## src/rtl/bmr_pkg.sv

```systemverilog
// Package: shared widths, masks and the decoded-request type for the
// bus map register file. Assumes 16-bit host registers, 22-bit entries.
package bmr_pkg;
    localparam int ENTRY_W = 22;
    localparam int HALF_W  = 16;
    localparam int BYTE_W  = 8;
    localparam int HI_W    = ENTRY_W - HALF_W;
    localparam logic [31:0] ENTRY_KEEP = 32'h003F_FFFE;

    typedef struct packed {
        logic       wr_en;
        logic       byte_mode;
        logic [1:0] lane;
        logic       hi_half;
    } bmr_ctl_t;
endpackage

```

## src/rtl/bmr_decode.sv

```systemverilog
// Module: bmr_decode
// Splits a host register address into entry index, half and byte lane,
// and produces a one-hot write strobe gated by map presence.
// Assumes NUM_ENTRIES is a power of two so the index needs no range check.
module bmr_decode
    import bmr_pkg::*;
#(
    parameter int NUM_ENTRIES = 32,
    localparam int IDX_W  = $clog2(NUM_ENTRIES),
    localparam int ADDR_W = IDX_W + 2
) (
    input  logic                   req_valid,
    input  logic                   req_write,
    input  logic                   req_byte,
    input  logic [ADDR_W-1:0]      req_addr,
    input  logic                   map_present,
    output logic [IDX_W-1:0]       idx,
    output bmr_ctl_t               ctl,
    output logic [NUM_ENTRIES-1:0] wr_sel
);
    // Field extraction from the register address.
    always_comb begin
        idx           = req_addr[ADDR_W-1:2];
        ctl.lane      = req_addr[1:0];
        ctl.hi_half   = req_addr[1];
        ctl.byte_mode = req_byte;
        ctl.wr_en     = req_valid & req_write & map_present;
    end

    // One-hot strobe per entry.
    for (genvar e = 0; e < NUM_ENTRIES; e++) begin : g_sel
        assign wr_sel[e] = ctl.wr_en && (idx == IDX_W'(e));
    end
endmodule

```

## src/rtl/bmr_merge.sv

```systemverilog
// Module: bmr_merge
// Builds the next value of one entry from its old value and a word or
// byte write. Lanes above bit 21 fall away and bit 0 is cleared.
module bmr_merge
    import bmr_pkg::*;
(
    input  logic [ENTRY_W-1:0] old_entry,
    input  bmr_ctl_t           ctl,
    input  logic [HALF_W-1:0]  wdata,
    output logic [ENTRY_W-1:0] new_entry
);
    logic [4:0]  shamt;
    logic [31:0] image, put, keep, merged;

    // Shift amount: lane times 8 for bytes, half times 16 for words.
    always_comb begin
        if (ctl.byte_mode) shamt = {ctl.lane, 3'b000};
        else               shamt = {ctl.hi_half, 4'b0000};
    end

    // Lane merge followed by the fixed entry mask.
    always_comb begin
        image = {{(32-ENTRY_W){1'b0}}, old_entry};
        if (ctl.byte_mode) begin
            put  = {24'h0, wdata[BYTE_W-1:0]} << shamt;
            keep = ~(32'h0000_00FF << shamt);
        end else begin
            put  = {16'h0, wdata} << shamt;
            keep = ~(32'h0000_FFFF << shamt);
        end
        merged    = ((image & keep) | put) & ENTRY_KEEP;
        new_entry = merged[ENTRY_W-1:0];
    end
endmodule

```

## src/rtl/bmr_store.sv

```systemverilog
// Module: bmr_store
// Entry storage: one register per entry, loaded from the shared merge
// result when its strobe is set. Synchronous active-low reset to zero.
module bmr_store
    import bmr_pkg::*;
#(
    parameter int NUM_ENTRIES = 32
) (
    input  logic                                clk,
    input  logic                                rst_n,
    input  logic [NUM_ENTRIES-1:0]              wr_sel,
    input  logic [ENTRY_W-1:0]                  wr_value,
    output logic [NUM_ENTRIES-1:0][ENTRY_W-1:0] entries
);
    for (genvar e = 0; e < NUM_ENTRIES; e++) begin : g_ent
        // Hold or load one entry.
        always_ff @(posedge clk) begin
            if (!rst_n)         entries[e] <= '0;
            else if (wr_sel[e]) entries[e] <= wr_value;
        end
    end
endmodule

```

## src/rtl/bmr_readfmt.sv

```systemverilog
// Module: bmr_readfmt
// Formats an entry for a host read of one of its two registers.
// The upper register returns only the top 6 bits, zero-extended.
module bmr_readfmt
    import bmr_pkg::*;
(
    input  logic [ENTRY_W-1:0] entry,
    input  logic               hi_half,
    output logic [HALF_W-1:0]  rdata
);
    // Half select with zero fill.
    always_comb begin
        if (hi_half) rdata = {{(HALF_W-HI_W){1'b0}}, entry[ENTRY_W-1:HALF_W]};
        else         rdata = {entry[HALF_W-1:1], 1'b0};
    end
endmodule

```

## src/rtl/bus_map_regfile.sv

```systemverilog
// Module: bus_map_regfile
// Host-visible register file of DMA relocation entries. Host accesses
// receive a registered response one cycle later. A lookup port gives the
// translation datapath combinational access to any entry.
// Assumes one host request per cycle at most and NUM_ENTRIES a power of two.
module bus_map_regfile
    import bmr_pkg::*;
#(
    parameter int NUM_ENTRIES = 32,
    localparam int IDX_W  = $clog2(NUM_ENTRIES),
    localparam int ADDR_W = IDX_W + 2
) (
    input  logic               clk,
    input  logic               rst_n,
    input  logic               map_present,
    input  logic               req_valid,
    input  logic               req_write,
    input  logic               req_byte,
    input  logic [ADDR_W-1:0]  req_addr,
    input  logic [15:0]        req_wdata,
    output logic               rsp_valid,
    output logic [15:0]        rsp_rdata,
    output logic               rsp_nxm,
    input  logic [IDX_W-1:0]   lkup_idx,
    output logic [21:0]        lkup_entry
);
    logic [IDX_W-1:0]                  idx;
    bmr_ctl_t                          ctl;
    logic [NUM_ENTRIES-1:0]            wr_sel;
    logic [NUM_ENTRIES-1:0][ENTRY_W-1:0] entries;
    logic [ENTRY_W-1:0]                cur_entry, next_entry;
    logic [HALF_W-1:0]                 fmt_data;

    bmr_decode #(.NUM_ENTRIES(NUM_ENTRIES)) u_dec (
        .req_valid(req_valid), .req_write(req_write), .req_byte(req_byte),
        .req_addr(req_addr), .map_present(map_present),
        .idx(idx), .ctl(ctl), .wr_sel(wr_sel)
    );

    // Entry addressed by the host request.
    assign cur_entry = entries[idx];

    bmr_merge u_merge (
        .old_entry(cur_entry), .ctl(ctl), .wdata(req_wdata),
        .new_entry(next_entry)
    );

    bmr_store #(.NUM_ENTRIES(NUM_ENTRIES)) u_store (
        .clk(clk), .rst_n(rst_n), .wr_sel(wr_sel),
        .wr_value(next_entry), .entries(entries)
    );

    bmr_readfmt u_fmt (
        .entry(cur_entry), .hi_half(ctl.hi_half), .rdata(fmt_data)
    );

    // Translation-side lookup.
    assign lkup_entry = entries[lkup_idx];

    // Registered host response.
    always_ff @(posedge clk) begin
        if (!rst_n) begin
            rsp_valid <= 1'b0;
            rsp_nxm   <= 1'b0;
            rsp_rdata <= '0;
        end else begin
            rsp_valid <= req_valid;
            rsp_nxm   <= req_valid & ~map_present;
            rsp_rdata <= (req_valid && map_present && !req_write) ? fmt_data : '0;
        end
    end
endmodule

```

## config.mk

```make
export PLATFORM = sky130hd
export DESIGN_NAME = bus_map_regfile
export DESIGN_NICKNAME = d
export VERILOG_FILES = /design/src/rtl/bmr_pkg.sv /design/src/rtl/bmr_decode.sv /design/src/rtl/bmr_merge.sv /design/src/rtl/bmr_store.sv /design/src/rtl/bmr_readfmt.sv /design/src/rtl/bus_map_regfile.sv
export SDC_FILE = /design/constraint.sdc
export NUM_CORES = 1
export LEC_CHECK = 0
export BUFFER_PORTS_ARGS = -buffer_cell sky130_fd_sc_hd__buf_2
export CORE_ASPECT_RATIO = 1.4
export CORE_MARGIN = 10
export CORE_UTILIZATION = 42
export DETAILED_ROUTE_END_ITERATION = 16
export GPL_ROUTABILITY_DRIVEN = 0
export GPL_TIMING_DRIVEN = 0
export PLACE_DENSITY_LB_ADDON = 0.25
export SYNTH_ARGS = -nofsm -noshare
export SYNTH_HDL_FRONTEND = slang
export SYNTH_SLANG_ARGS = --single-unit
```

## constraint.sdc

```tcl
create_clock -name clk -period 4.7 [get_ports clk]
set_input_delay 0.94 -clock clk [delete_from_list [all_inputs] [get_ports clk]]
set_output_delay 0.94 -clock clk [all_outputs]
set_load 0.02 [all_outputs]
```

# Yosys cells after proc, flatten, opt, wreduce, memory -nomap -nowiden
# Index checks and enable logic that the tools add are counted.
# Widths: inputs -> output; s select.
[classes]
n_lt_le_gt_ge = 2
n_eq_ne = 31
n_shift = 4
mux = 8
n_bitwise = 10
n_reduce_logical = 39
[ops]
columns = ["cell", "count"]
rows = [
  ["$bmux 22 s5", 2],
  ["$mux 22", 4],
  ["$eq 5x5->1 const B", 16],
  ["$not 22->22", 2],
  ["$eq 5x4->1 const B", 8],
  ["$logic_and 1x1->1", 34],
  ["$and 22x22->22", 1],
  ["$or 22x22->22", 1],
  ["$shl 16x5->22", 1],
  ["$shl 16x5->22 const A", 1],
  ["$shl 8x5->22", 1],
  ["$shl 8x5->22 const A", 1],
  ["$eq 5x3->1 const B", 4],
  ["$lt 5x6->1 const B", 2],
  ["$eq 5x2->1 const B", 2],
  ["$mux 6", 1],
  ["$eq 5x1->1 const B", 1],
  ["$logic_not 5->1", 1],
  ["$mux 4", 1],
  ["$and 1x1->1", 3],
  ["$not 1->1", 3],
  ["$reduce_and 3->1", 1],
  ["$reduce_or 3->1", 1],
  ["$reduce_and 2->1", 1],
  ["$logic_not 1->1", 1],
]
[word_totals]
ff_bits = 690
input_bits = 34
output_inout_bits = 40

# Longest topological paths before layout
# Gate-level depths: netlist of run 1.
[depth]
depth_word = 6
mapped_depth = 11

# Modules after synthesis
# A second synthesis of run 1 with hierarchy kept.
[unflattened]
hier_cells = 4070
area_unflattened_um2 = 40636.5
[modules_own_cells]
columns = ["module", "instances", "cells_each", "area_per_inst_um2"]
rows = [
  ["bmr_store", 1, 2352, 26832.0],
  ["bus_map_regfile", 1, 1595, 12878.6],
  ["bmr_merge", 1, 50, 450.4],
  ["bmr_decode", 1, 55, 309.0],
  ["bmr_readfmt", 1, 18, 166.4],
]

# Least setup slack after synthesis of run 1
# Ideal clock, no wire load.
[synth_timing]
kind = "in2out"
start = "input lkup_idx[0]"
end = "output lkup_entry[15]"
arrival_time_ns = 3.190
slack_ns = 0.570
path_stages = 6
n_path_buf = 3
cell_sequence = "clkbuf_1 -> buf_2 -> buf_1 -> mux4_2 -> mux4_2 -> mux2_2"
[synth_via]
elab_chain_len = 2
[synth_rtl]
columns = ["element", "line", "source"]
rows = [
  ["from (decl)", "bus_map_regfile.sv:24", "input logic [IDX_W-1:0] lkup_idx,"],
  ["$bmux 22 s5", "bus_map_regfile.sv:58", "assign lkup_entry = entries[lkup_idx];"],
  ["$mux 22 (implied by the code)", "bus_map_regfile.sv:58", ""],
  ["to (decl)", "bus_map_regfile.sv:25", "output logic [21:0] lkup_entry"],
]
# Every way passes these cells. The select of a mux whose other input is x is not followed.

# Worst setup path in the final report of run 1
[layout_timing]
start = "input req_addr[6]"
end = "register u_store.entries[401] in the netlist's numbering"
[layout_via]
elab_chain_len = 4
[layout_rtl]
columns = ["element", "line", "source"]
rows = [
  ["from (decl)", "bus_map_regfile.sv:19", "input logic [ADDR_W-1:0] req_addr,"],
  ["$bmux 22 s5", "bus_map_regfile.sv:41", "assign cur_entry = entries[idx];"],
  ["$mux 22 (implied by the code)", "bus_map_regfile.sv:41", ""],
  ["$and 22x22->22", "bmr_merge.sv:31", "merged = ((image & keep) | put) & ENTRY_KEEP;"],
  ["$or 22x22->22", "bmr_merge.sv:31", ""],
  ["to (signal, indexed assignment)", "bmr_store.sv:19", "else if (wr_sel[e]) entries[e] <= wr_value;"],
  ["to (decl)", "bmr_store.sv:13", "output logic [NUM_ENTRIES-1:0][ENTRY_W-1:0] entries"],
]
# Several ways; a longest one is shown, not always the timed one. The select of a mux whose other input is x is not followed.
# A chain may end at the register's enable or synchronous reset.

==> results of run 1 <==
-- per-stage QoR --
| stage | instance area [um2] | instances |
|---|---|---|
| 2_1_floorplan | 32900 | 3174 |
| 3_3_place_gp | 34530 | 4283 |
| 3_5_place_dp | 34530 | 4283 |
| 4_1_cts | 36820 | 4398 |
| 5_1_grt | 36820 | 4398 |
| 6_report | 36830 | 4401 |
-- layer usage --
metal  up-vias  track usage  wire length, um
met5         -            0               46
met4         6       0.2544            13370
met3       673      0.09622            16650
met2      2146       0.5362            70870
met1     14570       0.3293            47380
li1      12390            -                -
-- worst paths after layout --
kind | endpoint | from | cells past startpoint | slack (ns)
worst max register to register | u_store.entries[388] | u_store.entries[498] | 6 | 2.14
worst max-delay path | u_store.entries[401] | req_addr[6] | 8 | -0.13
worst min-delay path | rsp_nxm | map_present | 2 | 0.48
worst min register to register | u_store.entries[184] | u_store.entries[184] | 2 | 0.48
-- cell families (layout without fill, tap and decap cells) --
| group | after synthesis | in the layout |
|---|---|---|
| AND/OR/NAND/NOR | 828 | 828 |
| AO/OA/AOI/OAI | 814 | 814 |
| flip-flops | 690 | 690 |
| multiplexers | 442 | 442 |
| buffers and inverters | 396 | 575 |
| adder cells (fa/ha/maj) | 3 | 3 |
| other | 1 | 4 |
-- report_power, final --
part / leakage [uW] / internal, uW / switching [uW]
Combinational: 0.00580 / 263 / 848
Clock: 0.00110 / 3130 / 2470
Sequential: 0.00556 / 5860 / 8.69
Total: 0.0125 / 9250 / 3330
-- cell usage in the layout (no fill, tap or decap), types with 3 or more instances in the layout --
| cell type | count |
|---|---|
| clkbuf_16 | 71 |
| diode_2 | 3 |
| dfxtp_1 | 690 |
| a22o_1 | 21 |
| clkbuf_8 | 17 |
| nor2b_1 | 11 |
| buf_2 | 97 |
| mux2i_1 | 45 |
| a211o_1 | 20 |
| and2_1 | 3 |
| buf_4 | 18 |
| a32oi_1 | 7 |
| a32oi_2 | 6 |
| o221ai_1 | 20 |
| nand2_1 | 80 |
| o21ai_0 | 591 |
| buf_6 | 16 |
| clkbuf_2 | 73 |
| clkbuf_1 | 251 |
| clkbuf_4 | 3 |
| mux2_2 | 60 |
| a31oi_1 | 8 |
| a21oi_1 | 10 |
| nand3_1 | 692 |
| ha_1 | 3 |
| o22ai_1 | 6 |
| a221oi_1 | 19 |
| o21ai_1 | 82 |
| buf_1 | 5 |
| nor2_1 | 29 |
| clkinv_2 | 15 |
| mux4_2 | 336 |
| a22oi_1 | 21 |
-- area by class of cell --
cell class,instances,area share
Timing Repair Buffer,64,0.008697
Multi-Input combinational cell,2088,0.4713
Tap cell,1045,0.03550
Sequential cell,690,0.3750
Antenna cell,3,0.0002038
Clock inverter,19,0.004110
Inverter,3,0.0003057
Buffer,393,0.04946
Clock buffer,96,0.05541
-- critical path, cell delays in order --
cell      delay, ns
clkbuf_1       0.78
clkbuf_1       1.12
nand4_1        0.77
nor3_1         0.56
nand2_1        0.33
clkbuf_1       0.51
nand3_1        0.21
o21ai_0        0.10
-- registers in the layout, summed over array words and instances, names as in the netlist --
register         count
rsp_valid            1
u_store.entries    672
rsp_nxm              1
rsp_rdata           16
==> results.json, run 1 <==
{
  "worst_pin_slew_ns": 1.440,
  "grt_max_degree": 15,
  "synth-compound-area-share": 0.1385,
  "seqCellArea_mm2": 0.01381,
  "hold_viol_final": 0,
  "finalSetupTns_ns": -1.905,
  "fin_ws_ns": -0.1313,
  "place_ws_ns": -0.9951,
  "coreArea_mm2": 0.07767,
  "die_h_um": 351.2,
  "track_usage": 0.3188,
  "ys_ff_latch": 690,
  "synth_top_area_cell": "dfxtp_1",
  "path_max_fanout": 10,
  "cts_tree": "yes",
  "dpl.hpwl_mm": 114.9,
  "final-setup-viol-count": 30,
  "portBuffers": 64,
  "grt_pass1_vias": 28150,
  "ys_top_cells_by_count": "692 x nand3_1, 690 x dfxtp_1, 591 x o21ai_0",
  "grt_pass1_wl_mm": 205.5,
  "syn_nets": 3211,
  "initial_core_util": 0.4237,
  "utilization": 0.4742,
  "maxSlewHeadroom": 0.04025,
  "first_iter_violations": 4167,
  "syn_area_per_cell_um2": 10.37,
  "maxSlewViolCount": 0,
  "cts_sinks": 690,
  "grt_overflow_total": 0,
  "ys.flop_type": "dfxtp_1",
  "synth_xor_area_frac": 0,
  "yosysSeqAreaShare": 0.4198,
  "cts.repair.resized": 85,
  "arrival_ns": 5.34,
  "area_delta_synth_final_pct": 11.94,
  "holdBufCountCts": 0,
  "nets": 3345,
  "end_kind": "flop",
  "synth_cell_type_count": 44,
  "outcome": "finished, violations left",
  "die_w_um": 256.6,
  "synth_top_family_by_area": "multiplexers",
  "wl_per_cell_um": 33.70,
  "drive_gt1_frac": 0.2150,
  "path_class": "in -> reg",
  "power_uw": 12570,
  "p_leak_uw": 0.01246,
  "rsz0062_at_grt": "no",
  "ir_worst_vdd_mv": 0.2502,
  "fillers": 7405,
  "drv_cap": 0,
  "violations": "setup timing",
  "clk_latency_ns": 0.66,
  "async_flop_share": 0,
  "ctsHtreeMaxLevel": 3,
  "clock_tree.root_cell": "clkbuf_16",
  "postRouteAntennaNets": 0,
  "die_area_mm2": 0.09010,
  "synth_fa_ha_area_frac": 0.001141,
  "syn_area_mm2": 0.03290,
  "multi_input_area_mm2": 0.01736,
  "row_count": 121,
  "syn_inst": 3174,
  "synthMuxAreaShare": 0.2647,
  "clockBufferDepth": 3,
  "antenna_found_initial": 9,
  "synth_area_leaders": "dfxtp_1 42%, mux4_2 23%, nand3_1 11%",
  "finalCriticalPeriod_ns": 4.831,
  "cp.required_ns": 5.21,
  "synth.most_common_cell": "nand3_1",
  "drt-total-wl_mm": 148.3,
  "dr.pass1.iters": 6,
  "numCtsBuffers": 68,
  "worst_hold_slack_ns": 0.4767,
  "power_density_mw_per_mm2": 341.3,
  "start_kind": "input port",
  "yosysTopAreaCellShare": 0.4198,
  "yosys.area_share.simple": 0.1231,
  "skew_ns": 0.02674,
  "cts_setup_buffers": 0,
  "period_share": 1.028,
  "path_clk_slew_ns": 0.06,
  "routed_via_density": 6.769,
  "yosys_warnings": 0,
  "vias": 29790,
  "synth-edff-count": 0,
  "ioPinCount": 74,
  "fmax_mhz": 207.0,
  "drc": 0,
  "hold_path_class": "in -> reg"
}
No activity file was read; power rests on OpenSTA's default activity.
==> inputs of run 2 (changes only) <==
--- a/config.mk
+++ b/config.mk
@@ -8,7 +8,7 @@
 export BUFFER_PORTS_ARGS = -buffer_cell sky130_fd_sc_hd__buf_2
 export CORE_ASPECT_RATIO = 1.4
 export CORE_MARGIN = 10
-export CORE_UTILIZATION = 42
+export CORE_UTILIZATION = 25
 export DETAILED_ROUTE_END_ITERATION = 16
 export GPL_ROUTABILITY_DRIVEN = 0
 export GPL_TIMING_DRIVEN = 0
==> results.json, run 2 (synthesis results as in run 1) <==
{
  "initial_core_util": 0.2515,
  "wl_met1_mm": 56.40,
  "period_share": 1.005,
  "dpl.hpwl_mm": 126.5,
  "ir_worst_vdd_mv": 0.2252,
  "antenna_found_initial": 15,
  "finalCriticalPeriod_ns": 4.724,
  "cts_tree": "yes",
  "place_ws_ns": -1.147,
  "die_w_um": 326.6,
  "grt_max_degree": 14,
  "arrival_ns": 3.78,
  "wl_met2_mm": 75.61,
  "track_usage": 0.2061,
  "path_class": "in -> out",
  "rsz0062_at_grt": "yes",
  "worst_hold_slack_ns": 0.4531,
  "hold_viol_final": 0,
  "path_max_fanout": 10,
  "maxSlewViolCount": 23,
  "path_clk_slew_ns": 0.06,
  "skew_ns": 0.03066,
  "hold_path_class": "in -> reg",
  "final_common_cell": "nand3_1",
  "outcome": "finished, violations left",
  "row_count": 157,
  "worst_pin_slew_ns": 1.592,
  "utilization": 0.2902,
  "drv_cap": 3,
  "cts_setup_buffers": 0,
  "end_kind": "output pin",
  "dr.pass1.iters": 6,
  "final_cell_mix": "692 x nand3_1, 690 x dfxtp_1, 591 x o21ai_0",
  "cp.required_ns": 3.76,
  "routed_via_density": 5.702,
  "wl_per_cell_um": 30.58,
  "p_leak_uw": 0.01256,
  "clockBufferDepth": 3,
  "drc": 0,
  "first_iter_violations": 3611,
  "drt-total-wl_mm": 156.8,
  "area_delta_synth_final_pct": 15.37,
  "nets": 3351,
  "cts_sinks": 690,
  "multi_input_area_mm2": 0.01736,
  "ioPinCount": 74,
  "fmax_mhz": 211.7,
  "grt_pass1_vias": 28020,
  "top_regs": "u_store.entries: 672 flops, rsp_rdata: 16 flops",
  "highest_layer": "met5",
  "reg2reg_slack_ns": 2.14,
  "final-setup-viol-count": 5,
  "top_register": "u_store.entries",
  "vias": 29230,
  "power_uw": 13000,
  "portBuffers": 64,
  "coreArea_mm2": 0.1308,
  "rr_worst_depth": 6,
  "die_h_um": 449.3,
  "holdBufCountCts": 0,
  "drive_gt1_frac": 0.2164,
  "die_area_mm2": 0.1467,
  "clk_latency_ns": 0.69,
  "fillers": 13930,
  "min_path_cells": 2,
  "seqCellArea_mm2": 0.01381,
  "postRouteAntennaNets": 0,
  "fin_ws_ns": -0.02369,
  "grt_pass1_wl_mm": 216.9,
  "largest_register_ffs": 672,
  "grt_overflow_total": 0,
  "numCtsBuffers": 74,
  "ctsHtreeMaxLevel": 3,
  "wl_met3_mm": 13.32,
  "violations": "capacitance limit, slew limit, setup timing",
  "clock_tree.root_cell": "clkbuf_16",
  "power_density_mw_per_mm2": 342.5,
  "maxSlewHeadroom": -0.06117,
  "start_kind": "input port"
}
run 2: area by class of cell:
cell class	count	share of cell area
antenna	5	0.0003296
buffer	393	0.04799
clock buffer	114	0.05940
clock inverter	21	0.004746
inverter	3	0.0002966
multi-input combinational	2088	0.4573
sequential	690	0.3639
tap	1749	0.05765
timing repair buffer	64	0.008438
run 2: where the power goes:
group / switching [uW] / total, uW / internal [uW]
clock network: 2640 / 6020 / 3370
registers: 8.74 / 5870 / 5860
logic: 855 / 1120 / 263
total: 3510 / 13000 / 9490
run 2: metal layers:
metal | track usage | vias to the layer above
li1 | - | 12440
met1 | 0.2295 | 14730
met2 | 0.3473 | 1594
met3 | 0.04967 | 458
met4 | 0.1360 | 14
met5 | 0 | -
run 2: path summary, 6_finish.rpt:
kind,from,end
setup / recovery,lkup_idx[0],lkup_entry[1]
hold reg to reg,u_store.entries[688],u_store.entries[688]
hold / removal,map_present,rsp_nxm
setup reg to reg,u_store.entries[249],u_store.entries[403]
run 2: stage by stage:
| step | setup TNS, ns | cells | cell area (um2) |
|---|---|---|---|
| after global placement | -72.32 | 4987 | 35410 |
| after floorplan | 0 | 3174 | 32900 |
| after detailed placement | -76.96 | 4987 | 35420 |
| after CTS | 0 | 5122 | 37940 |
| final | -0.06337 | 5127 | 37960 |
| after global routing | -0.6800 | 5122 | 37950 |
run 2: what timing repair did:
item / in CTS / in global routing
setup endpoints to repair: 21 / 52
gates resized for setup: 82 / 4
pin swaps: 0 / 0
run 2: critical path, cell delays in order:
cell,delay [ns]
clkbuf_1,0.31
buf_2,0.38
buf_4,0.42
mux4_2,0.60
mux4_2,0.58
mux2_2,0.35
buf_2,0.18
